[src/rtl/lsu_pkg.sv]
package lsu_pkg;
  localparam int DW = 16;

  typedef enum logic [4:0] {
    OP_LDL    = 5'd0,
    OP_LDG    = 5'd1,
    OP_STL    = 5'd2,
    OP_STG    = 5'd3,
    OP_PUTL   = 5'd4,
    OP_LIMM   = 5'd5,
    OP_LNEG1  = 5'd6,
    OP_LNINF  = 5'd7,
    OP_LNBYTE = 5'd8,
    OP_LWORD  = 5'd9,
    OP_LDDL   = 5'd10,
    OP_LDDG   = 5'd11,
    OP_STDL   = 5'd12,
    OP_STDG   = 5'd13,
    OP_PUSHP  = 5'd14,
    OP_POPP   = 5'd15,
    OP_DUP    = 5'd16,
    OP_EXCH   = 5'd17
  } op_e;

  typedef enum logic [2:0] {SC_NONE, SC_PUSH, SC_POP, SC_INC, SC_SWAP} stk_cmd_e;

  typedef enum logic [1:0] {ST_IDLE, ST_ACC1, ST_ACC2} fsm_e;
endpackage

[src/rtl/lsu_stack.sv]
module lsu_stack
  import lsu_pkg::*;
#(
  parameter int DEPTH = 8,
  parameter int PW    = $clog2(DEPTH + 1)
) (
  input  logic          clk,
  input  logic          rst_n,
  input  stk_cmd_e      cmd,
  input  logic [DW-1:0] wdata,
  output logic [PW-1:0] depth,
  output logic [DW-1:0] tos,
  output logic [DW-1:0] nos
);
  localparam int IW = $clog2(DEPTH);

  logic [DW-1:0] ent [DEPTH];
  logic [PW-1:0] sp_q, sp_d;
  logic [IW-1:0] top_idx, sec_idx, ins_idx;

  assign top_idx = IW'(sp_q - PW'(1));
  assign sec_idx = IW'(sp_q - PW'(2));
  assign ins_idx = IW'(sp_q);

  always_comb begin
    sp_d = sp_q;
    case (cmd)
      SC_PUSH, SC_INC: sp_d = sp_q + PW'(1);
      SC_POP:          sp_d = sp_q - PW'(1);
      default:         sp_d = sp_q;
    endcase
  end

  always_ff @(posedge clk or negedge rst_n) begin
    if (!rst_n) sp_q <= '0;
    else if (cmd != SC_NONE) sp_q <= sp_d;
  end

  always_ff @(posedge clk) begin
    for (int i = 0; i < DEPTH; i++) begin
      if (cmd == SC_PUSH && ins_idx == IW'(i))
        ent[i] <= wdata;
      else if (cmd == SC_SWAP && top_idx == IW'(i))
        ent[i] <= ent[sec_idx];
      else if (cmd == SC_SWAP && sec_idx == IW'(i))
        ent[i] <= ent[top_idx];
    end
  end

  assign depth = sp_q;
  assign tos   = (sp_q != '0)       ? ent[top_idx] : '0;
  assign nos   = (sp_q >= PW'(2))   ? ent[sec_idx] : '0;
endmodule

[src/rtl/lsu_decode.sv]
module lsu_decode
  import lsu_pkg::*;
#(
  parameter int AW = 16
) (
  input  op_e           new_op,
  input  logic [7:0]    alpha,
  input  logic [7:0]    beta,
  input  op_e           cur_op,
  input  logic [7:0]    cur_alpha,
  input  logic [AW-1:0] lbase,
  input  logic [AW-1:0] gbase,
  input  logic          second,
  output logic [DW-1:0] imm,
  output logic [1:0]    need,
  output logic [1:0]    grow,
  output logic          new_mem,
  output logic [AW-1:0] addr,
  output logic          cur_load,
  output logic          cur_pop,
  output logic          cur_we,
  output logic          cur_dbl
);
  logic          use_g, plus1;
  logic [AW-1:0] base;

  always_comb begin
    imm = '0;
    case (new_op)
      OP_LIMM:   imm = {8'h00, alpha};
      OP_LNEG1:  imm = 16'hFFFF;
      OP_LNINF:  imm = 16'h8000;
      OP_LNBYTE: imm = {8'hFF, alpha};
      OP_LWORD:  imm = {alpha, beta};
      default:   imm = '0;
    endcase
  end

  always_comb begin
    need = 2'd0; grow = 2'd0; new_mem = 1'b0;
    case (new_op)
      OP_LDL, OP_LDG:              begin grow = 2'd1; new_mem = 1'b1; end
      OP_STL, OP_STG, OP_PUTL:     begin need = 2'd1; new_mem = 1'b1; end
      OP_LDDL, OP_LDDG:            begin grow = 2'd2; new_mem = 1'b1; end
      OP_STDL, OP_STDG:            begin need = 2'd2; new_mem = 1'b1; end
      OP_LIMM, OP_LNEG1, OP_LNINF,
      OP_LNBYTE, OP_LWORD, OP_PUSHP: grow = 2'd1;
      OP_POPP:                     need = 2'd1;
      OP_DUP:                      begin need = 2'd1; grow = 2'd1; end
      OP_EXCH:                     need = 2'd2;
      default:                     ;
    endcase
  end

  always_comb begin
    cur_load = 1'b0; cur_pop = 1'b0; cur_we = 1'b0; cur_dbl = 1'b0; use_g = 1'b0;
    case (cur_op)
      OP_LDL:  cur_load = 1'b1;
      OP_LDG:  begin cur_load = 1'b1; use_g = 1'b1; end
      OP_STL:  begin cur_pop = 1'b1; cur_we = 1'b1; end
      OP_STG:  begin cur_pop = 1'b1; cur_we = 1'b1; use_g = 1'b1; end
      OP_PUTL: cur_we = 1'b1;
      OP_LDDL: begin cur_load = 1'b1; cur_dbl = 1'b1; end
      OP_LDDG: begin cur_load = 1'b1; cur_dbl = 1'b1; use_g = 1'b1; end
      OP_STDL: begin cur_pop = 1'b1; cur_we = 1'b1; cur_dbl = 1'b1; end
      OP_STDG: begin cur_pop = 1'b1; cur_we = 1'b1; cur_dbl = 1'b1; use_g = 1'b1; end
      default: ;
    endcase
  end

  // loads walk upward, stores walk downward from alpha+1
  assign plus1 = cur_dbl & (cur_load ? second : ~second);
  assign base  = use_g ? gbase : lbase;
  assign addr  = base + AW'(cur_alpha) + AW'(plus1);
endmodule

[src/rtl/lsu_top.sv]
module lsu_top
  import lsu_pkg::*;
#(
  parameter  int DEPTH = 8,
  parameter  int AW    = 16,
  localparam int PW    = $clog2(DEPTH + 1)
) (
  input  logic          clk,
  input  logic          rst_n,
  input  logic          start_i,
  input  logic [4:0]    op_i,
  input  logic [7:0]    alpha_i,
  input  logic [7:0]    beta_i,
  input  logic [AW-1:0] lbase_i,
  input  logic [AW-1:0] gbase_i,
  output logic          mem_req_o,
  output logic          mem_we_o,
  output logic [AW-1:0] mem_addr_o,
  output logic [DW-1:0] mem_wdata_o,
  input  logic [DW-1:0] mem_rdata_i,
  input  logic          mem_ack_i,
  output logic          done_o,
  output logic [PW-1:0] depth_o,
  output logic [DW-1:0] tos_o,
  output logic [DW-1:0] nos_o,
  output logic          err_o
);
  logic rst_meta, rst_s;
  always_ff @(posedge clk or negedge rst_n) begin
    if (!rst_n) {rst_s, rst_meta} <= 2'b00;
    else        {rst_s, rst_meta} <= {rst_meta, 1'b1};
  end

  fsm_e          state_q, state_d;
  op_e           op_q, new_op;
  logic [7:0]    alpha_q;
  logic          err_q, err_d, done_q, done_d, cap_en;
  stk_cmd_e      cmd;
  logic [DW-1:0] cmd_data, imm, tos, nos;
  logic [PW-1:0] depth;
  logic [1:0]    need, grow;
  logic          new_mem, cur_load, cur_pop, cur_we, cur_dbl, legal, second;
  logic [AW-1:0] addr;

  assign new_op = op_e'(op_i);
  assign second = (state_q == ST_ACC2);

  lsu_decode #(.AW(AW)) u_dec (
    .new_op(new_op), .alpha(alpha_i), .beta(beta_i),
    .cur_op(op_q), .cur_alpha(alpha_q), .lbase(lbase_i), .gbase(gbase_i),
    .second(second), .imm(imm), .need(need), .grow(grow), .new_mem(new_mem),
    .addr(addr), .cur_load(cur_load), .cur_pop(cur_pop), .cur_we(cur_we),
    .cur_dbl(cur_dbl)
  );

  lsu_stack #(.DEPTH(DEPTH), .PW(PW)) u_stk (
    .clk(clk), .rst_n(rst_s), .cmd(cmd), .wdata(cmd_data),
    .depth(depth), .tos(tos), .nos(nos)
  );

  assign legal = (int'(depth) >= int'(need)) && (int'(depth) + int'(grow) <= DEPTH);

  always_comb begin
    state_d  = state_q;
    err_d    = err_q;
    done_d   = 1'b0;
    cmd      = SC_NONE;
    cmd_data = imm;
    cap_en   = 1'b0;
    case (state_q)
      ST_IDLE: begin
        if (start_i) begin
          if (!legal) begin
            err_d  = 1'b1;
            done_d = 1'b1;
          end else if (new_mem) begin
            state_d = ST_ACC1;
            cap_en  = 1'b1;
          end else begin
            done_d = 1'b1;
            case (new_op)
              OP_LIMM, OP_LNEG1, OP_LNINF, OP_LNBYTE, OP_LWORD: cmd = SC_PUSH;
              OP_DUP:   begin cmd = SC_PUSH; cmd_data = tos; end
              OP_PUSHP: cmd = SC_INC;
              OP_POPP:  cmd = SC_POP;
              OP_EXCH:  cmd = SC_SWAP;
              default:  cmd = SC_NONE;
            endcase
          end
        end
      end
      ST_ACC1, ST_ACC2: begin
        if (mem_ack_i) begin
          if (cur_load) begin
            cmd      = SC_PUSH;
            cmd_data = mem_rdata_i;
          end else if (cur_pop) begin
            cmd = SC_POP;
          end
          if (cur_dbl && state_q == ST_ACC1) begin
            state_d = ST_ACC2;
          end else begin
            state_d = ST_IDLE;
            done_d  = 1'b1;
          end
        end
      end
      default: state_d = ST_IDLE;
    endcase
  end

  always_ff @(posedge clk or negedge rst_s) begin
    if (!rst_s) begin
      state_q <= ST_IDLE;
      err_q   <= 1'b0;
      done_q  <= 1'b0;
    end else begin
      state_q <= state_d;
      err_q   <= err_d;
      done_q  <= done_d;
    end
  end

  always_ff @(posedge clk) begin
    if (cap_en) begin
      op_q    <= new_op;
      alpha_q <= alpha_i;
    end
  end

  assign mem_req_o   = (state_q != ST_IDLE);
  assign mem_we_o    = mem_req_o & cur_we;
  assign mem_addr_o  = addr;
  assign mem_wdata_o = tos;
  assign done_o      = done_q;
  assign depth_o     = depth;
  assign tos_o       = tos;
  assign nos_o       = nos;
  assign err_o       = err_q;
endmodule

[config.mk]
export PLATFORM = sky130hd
export DESIGN_NAME = lsu_top
export DESIGN_NICKNAME = d
export VERILOG_FILES = /design/src/rtl/lsu_pkg.sv /design/src/rtl/lsu_stack.sv /design/src/rtl/lsu_decode.sv /design/src/rtl/lsu_top.sv
export SDC_FILE = /design/constraint.sdc
export NUM_CORES = 1
export LEC_CHECK = 0
export ABC_AREA = 1
export CORE_ASPECT_RATIO = 2
export CORE_MARGIN = 2
export CORE_UTILIZATION = 55
export CTS_CLUSTER_SIZE = 30
export DETAILED_ROUTE_END_ITERATION = 10
export DONT_BUFFER_PORTS = 1
export GPL_TIMING_DRIVEN = 0
export PLACE_DENSITY = 0.78
export SYNTH_ARGS = -nofsm -noshare
export SYNTH_HDL_FRONTEND = slang
export SYNTH_SLANG_ARGS = --single-unit
[constraint.sdc]
create_clock -name clk -period 8.7 [get_ports clk]
set_clock_uncertainty 0.15 [all_clocks]
set_input_delay 1.74 -clock clk [delete_from_list [all_inputs] [get_ports clk]]
set_output_delay 1.74 -clock clk [all_outputs]
set_load 0.03 [all_outputs]
# Word level (Yosys, flattened, before mapping)
# Memory sizes are Yosys's and may differ from the RTL's.
# Cells that the tools add are included.
# totals
reg_bits	23
ramBits	128
input_bits	73
output_inout_bits	72
word_cells	303
n_memories	1
# mem_list
name	words	word_bits	rd	rd_clocked_by_memory_dff	wr	line	source
u_stk.ent	8	16	2	0	2	lsu_stack.sv:17	logic [DW-1:0] ent [DEPTH];
# classes
add_sub_neg	6
order_cmp	3
n_eq_ne	56
n_mux	151
bitwise_logic	20
n_reduce_logical	58
# op_table
operator	count
16-bit two-way mux	31
16-bit OR reduction	6
1-bit two-way mux	94
16-bit one-hot mux with 5 select lines	1
5-bit by 4-bit == test with 1-bit output, second input constant	12
3-bit == test, second input constant	13
16-bit one-hot mux with 2 select lines	1
3-bit two-way mux	9
1-bit logical AND	26
5-bit by 3-bit == test with 1-bit output, second input constant	5
3-bit by 2-bit == test with 1-bit output, second input constant	8
5-bit by 2-bit == test with 1-bit output, second input constant	4
9-bit OR reduction	2
16-bit by 1-bit adder with 16-bit output	1
16-bit by 8-bit adder with 16-bit output	1
2-bit two-way mux	8
1-bit OR	16
4-bit OR reduction	4
3-bit by 1-bit == test with 1-bit output, second input constant	4
2-bit one-hot mux with 2 select lines	3
3-bit one-hot mux with 4 select lines	1
5-bit by 1-bit == test with 1-bit output, second input constant	2
5-bit == test, second input constant	2
5-bit zero test	2
27 further kinds	38

# Logic depth before layout (Yosys ltp)
# logic_depth
depth_word	20
ltp_mapped	25
depth_no_buf	23

# Modules after synthesis
# From an unflattened synthesis, not the netlist that was laid out.
# unflattened
hier_cells	2160
hier_area_um2	13601.8
# by_module_without_submodules
module	instances	cells_per_inst	area_each_um2	seq_area_each_um2
lsu_stack	1	1630	10329.9	3943.8
lsu_top	1	314	2010.7	540.5
lsu_decode	1	216	1261.2	0.0

# Least setup slack after synthesis
# No wires, ideal clock.
# synth_timing
path_kind	input to output
startpoint	in gbase_i[0]
endpoint	out mem_addr_o[14]
t_arrival_ps	4010
path_slack_ps	2800
cell_stages	14
n_path_buf	0
path_cell_list	mux2_2 > fa_1 > inv_1 > fa_1 > inv_1 > nand3_1 > nand2_1 > a21boi_0 > nor2_1 > o21ai_0 > nand2_1 > nand4_1 > nor2_1 > xor2_1
# synth_between
elab_chain_cells	3
# synth_rtl
item	line	source
from (decl)	lsu_top.sv:15	input logic [AW-1:0] gbase_i,
16-bit two-way mux	lsu_decode.sv:73	assign base = use_g ? gbase : lbase;
16-bit by 8-bit adder with 16-bit output	lsu_decode.sv:74	assign addr = base + AW'(cur_alpha) + AW'(plus1);
16-bit by 1-bit adder with 16-bit output	lsu_decode.sv:74	
to (decl)	lsu_top.sv:18	output logic [AW-1:0] mem_addr_o,
# No other way between the ends.

# Worst setup path in the final report
# layout_timing
startpoint	reg u_stk.sp_q[0] (netlist: u_stk.depth[0])
endpoint	out tos_o[11]
# layout_between
elab_chain_cells	3
# layout_rtl
item	line	source
from (decl)	lsu_stack.sv:18	logic [PW-1:0] sp_q, sp_d;
from (signal assigned)	lsu_stack.sv:36	else if (cmd != SC_NONE) sp_q <= sp_d;
4-bit by 1-bit subtractor with 4-bit output	--	
memory read 8 x 16 bit	--	
16-bit two-way mux (*)	lsu_stack.sv:51	assign tos = (sp_q != '0) ? ent[top_idx] : '0;
to (decl)	lsu_top.sv:24	output logic [DW-1:0] tos_o,
# Mark *: on every way between the ends. The rest lies on a longest branch, timed or not.

==> key figures <==
Global route
  • Antenna violations before repair: 1
  • Largest net degree at the start of global routing: 17
  • First-pass GRT wire length: 66.8 mm
  • Congestion Overflow GR: 0
  • Grt met3 use: 7.42%
  • Grt met2 use: 68.5%
  • Busiest grt layer: met2
  • Met1 GRT Util: 38.1%
  • Total GRT Usage: 39.3%
  • Vias in the first global route: 12358

Detailed routing
  • Post-DRT Antenna Nets: 0
  • DRC: 1
  • DR pass1 iterations: 11
  • Via-to-Cell Ratio: 6.07
  • Vias: 12445
  • Routed len/inst: 21.8 um
  • Initial DRC count: 1372
  • Total wire length: 44.7 mm

CTS
  • CTS tree: done
  • Worst-path clk slew: 70 ps
  • Number of setup buffers added after CTS: 0
  • Max Root-Sink Buffers: 2
  • CTS Sinks: 151
  • CTS Root Cell: clkbuf_16
  • Worst skew pair latency: 450 ps
  • Num CTS Buffers: 17
  • Number of H-tree levels: 4

Synth
  • Register bit count reported by yosys: 151
  • Seq/Total Area, Yosys: 37.3%
  • Synth cell types: 45
  • Post-synth EDFFs: 141
  • Avg Inst Size Synth: 6.89 sq um
  • Synth Net Count: 1849
  • Synth warn: 0
  • FFs w/ async S/R, synth: 6.62%
  • Synthesized area: 12000 sq um
  • Cells after Synth: 1744
  • Top FF cell, synth: edfxtp_1

Status
  • Failing checks: DRC
  • Status: finished with violations

Finish
  • Layout Utilization: 60.4%
  • Most common cell after layout, fill and taps aside: nor2_1
  • Layout cell share with drive strength beyond 1: 6.87%
  • Layout Nets: 1869
  • Area Growth Syn to Fin: 7.94%
  • Most frequent cells in the layout: nor2_1, nand2_1, o21ai_0
  • Antenna cell count: 0

STA
  • Final setup viols: 0
  • Tcrit/Tclk final: 86.0%
  • Fin crit period: 7480 ps
  • Hold Vio Cnt, Final: 0
  • Slew HR: 5.57%
  • Unrepaired setup endpoints after global routing: no
  • Setup TNS: 0 ps
  • Final hold slack: 245 ps
  • Slew @ Worst Pin: 1410 ps
  • Highest Clock Rate: 0.134 GHz
  • Slew Viols, Final: 0

Placement
  • Port buffer count: 0
  • GPL Wtd Cong: 1.06
  • Post-DP HPWL: 35.7 mm

Run
  • Max-Cap Viols: 0

Power
  • Power per Cell Area: 427 nW/um^2
  • Static leakage: 5.77 nW
  • Peak supply drop: 245 uV

Floorplanning
  • Die width: 109 um
  • Initial Utilization: 55.9%
  • I/O Pins: 145
  • Die ar.: 23100 sq um
  • Core Area: 21500 sq um
  • Die H: 213 um
  • # rows: 76

Setup path
  • Maximum fanout along the worst path: 13
  • Worst path required time: 6810 ps
  • Reg2reg setup slack: 2160 ps
  • Worst Path Class, Setup: reg -> out
  • Critical Path Start Type: flop
  • Worst endpoint data arrival time: 5590 ps
  • CP endpoint kind: primary output

Min path
  • Worst hold path type: reg -> reg
-- metrics by stage --
stage	instances	cell area, sq um	setup WS [ps]	power (mW)
after floorplan	1744	12000	2800	3.60
after CTS	2050	13000	1420	5.40
after global placement	2017	12400	1850	4.58
final	2050	13000	1220	5.54
after detailed placement	2017	12400	1790	4.62
after global routing	2050	13000	1020	5.81
-- sequential cells by signal, summed over array words and instances, names as in the netlist --
name and cells:
done_o 1, rst_s 1, err_o 1, rst_meta 1, u_stk.ent 128, op_q 5, state_q 2, alpha_q 8
u_stk.depth 4
-- final timing paths --
check | cells after the start | end | start
max in group asynchronous | 0 | rst_s | rst_n
min in group asynchronous | 1 | state_q[1] | rst_s
worst min-delay path | 0 | rst_s | rst_meta
worst max register to register | 13 | u_stk.ent[5][8] | u_stk.depth[0]
worst max-delay path | 15 | tos_o[11] | u_stk.depth[0]
worst min register to register | 0 | rst_s | rst_meta
-- synthesized netlist by cell type (4+ instances only) --
master	instances	area share, %
a21oi_1	81	3.4
buf_1	5	0.16
buf_2	25	1.0
buf_4	19	1.2
buf_6	6	0.56
clkbuf_1	54	1.7
clkinv_1	4	0.12
dfrtp_1	10	2.1
edfxtp_1	141	35
ha_1	29	3.0
inv_1	155	4.8
inv_2	9	0.28
mux2_2	7	0.66
nand2_1	344	11
nand3_1	173	7.2
nand3b_1	8	0.50
nand4_1	18	0.94
nor2_1	345	11
nor3_1	5	0.21
nor3_4	7	0.95
o211ai_1	7	0.44
o21ai_0	214	8.9
o21ai_1	26	1.1
o21ai_2	6	0.44
xor2_1	14	1.0
-- repair_timing --
item                      4_1_cts  5_1_grt
hold buffers                    1        0
gates resized for setup         0        0
hold endpoints to repair        8        0
-- metal layers --
layer	share of wire, %	up-vias	routed length [um]
met5	0	-	0
met4	10	0	4530
met3	8.5	281	3810
met2	50	831	22500
met1	31	5528	13900
li1	-	5805	-
-- report_power, final --
part	switching [mW]	leakage (nW)	internal, mW	total (mW)
registers	0.0680	1.42	0.845	0.913
clock network	0.340	0.289	0.454	0.793
logic	3.11	4.06	0.722	3.83
-- area by class of cell --
type / instances / area, sq um
Sequential cell: 151 / 4480
Tap cell: 273 / 342
Clock inverter: 14 / 174
Clock buffer: 18 / 429
Timing Repair Buffer: 1 / 10.0
Inverter: 168 / 631
Fill cell: 2096 / 8520
Multi-Input combinational cell: 1316 / 6350
Buffer: 109 / 557
-- worst max-delay path: stages (launching register included) --
cell and delay, ps:
dfrtp_1 620, buf_2 310, clkinv_1 130, clkbuf_1 500, buf_2 380, buf_2 400
ha_1 280, ha_1 240, clkbuf_1 170, clkinv_1 290, clkbuf_1 670, nand2_1 130
nand2_1 380, nand2_1 140, inv_1 260, buf_4 220
-- cells by family after synthesis --
family / after synthesis / share of synthesized area [%]
mux: 8 / 0.739
simple gates: 911 / 32.1
buf+inv: 277 / 9.88
flops: 151 / 37.3
other cells: 1 / 0.0312
compound gates: 347 / 15.2
fa+ha+maj: 32 / 3.52
xor+xnor: 17 / 1.24
Power figures use the tool's default switching activity.
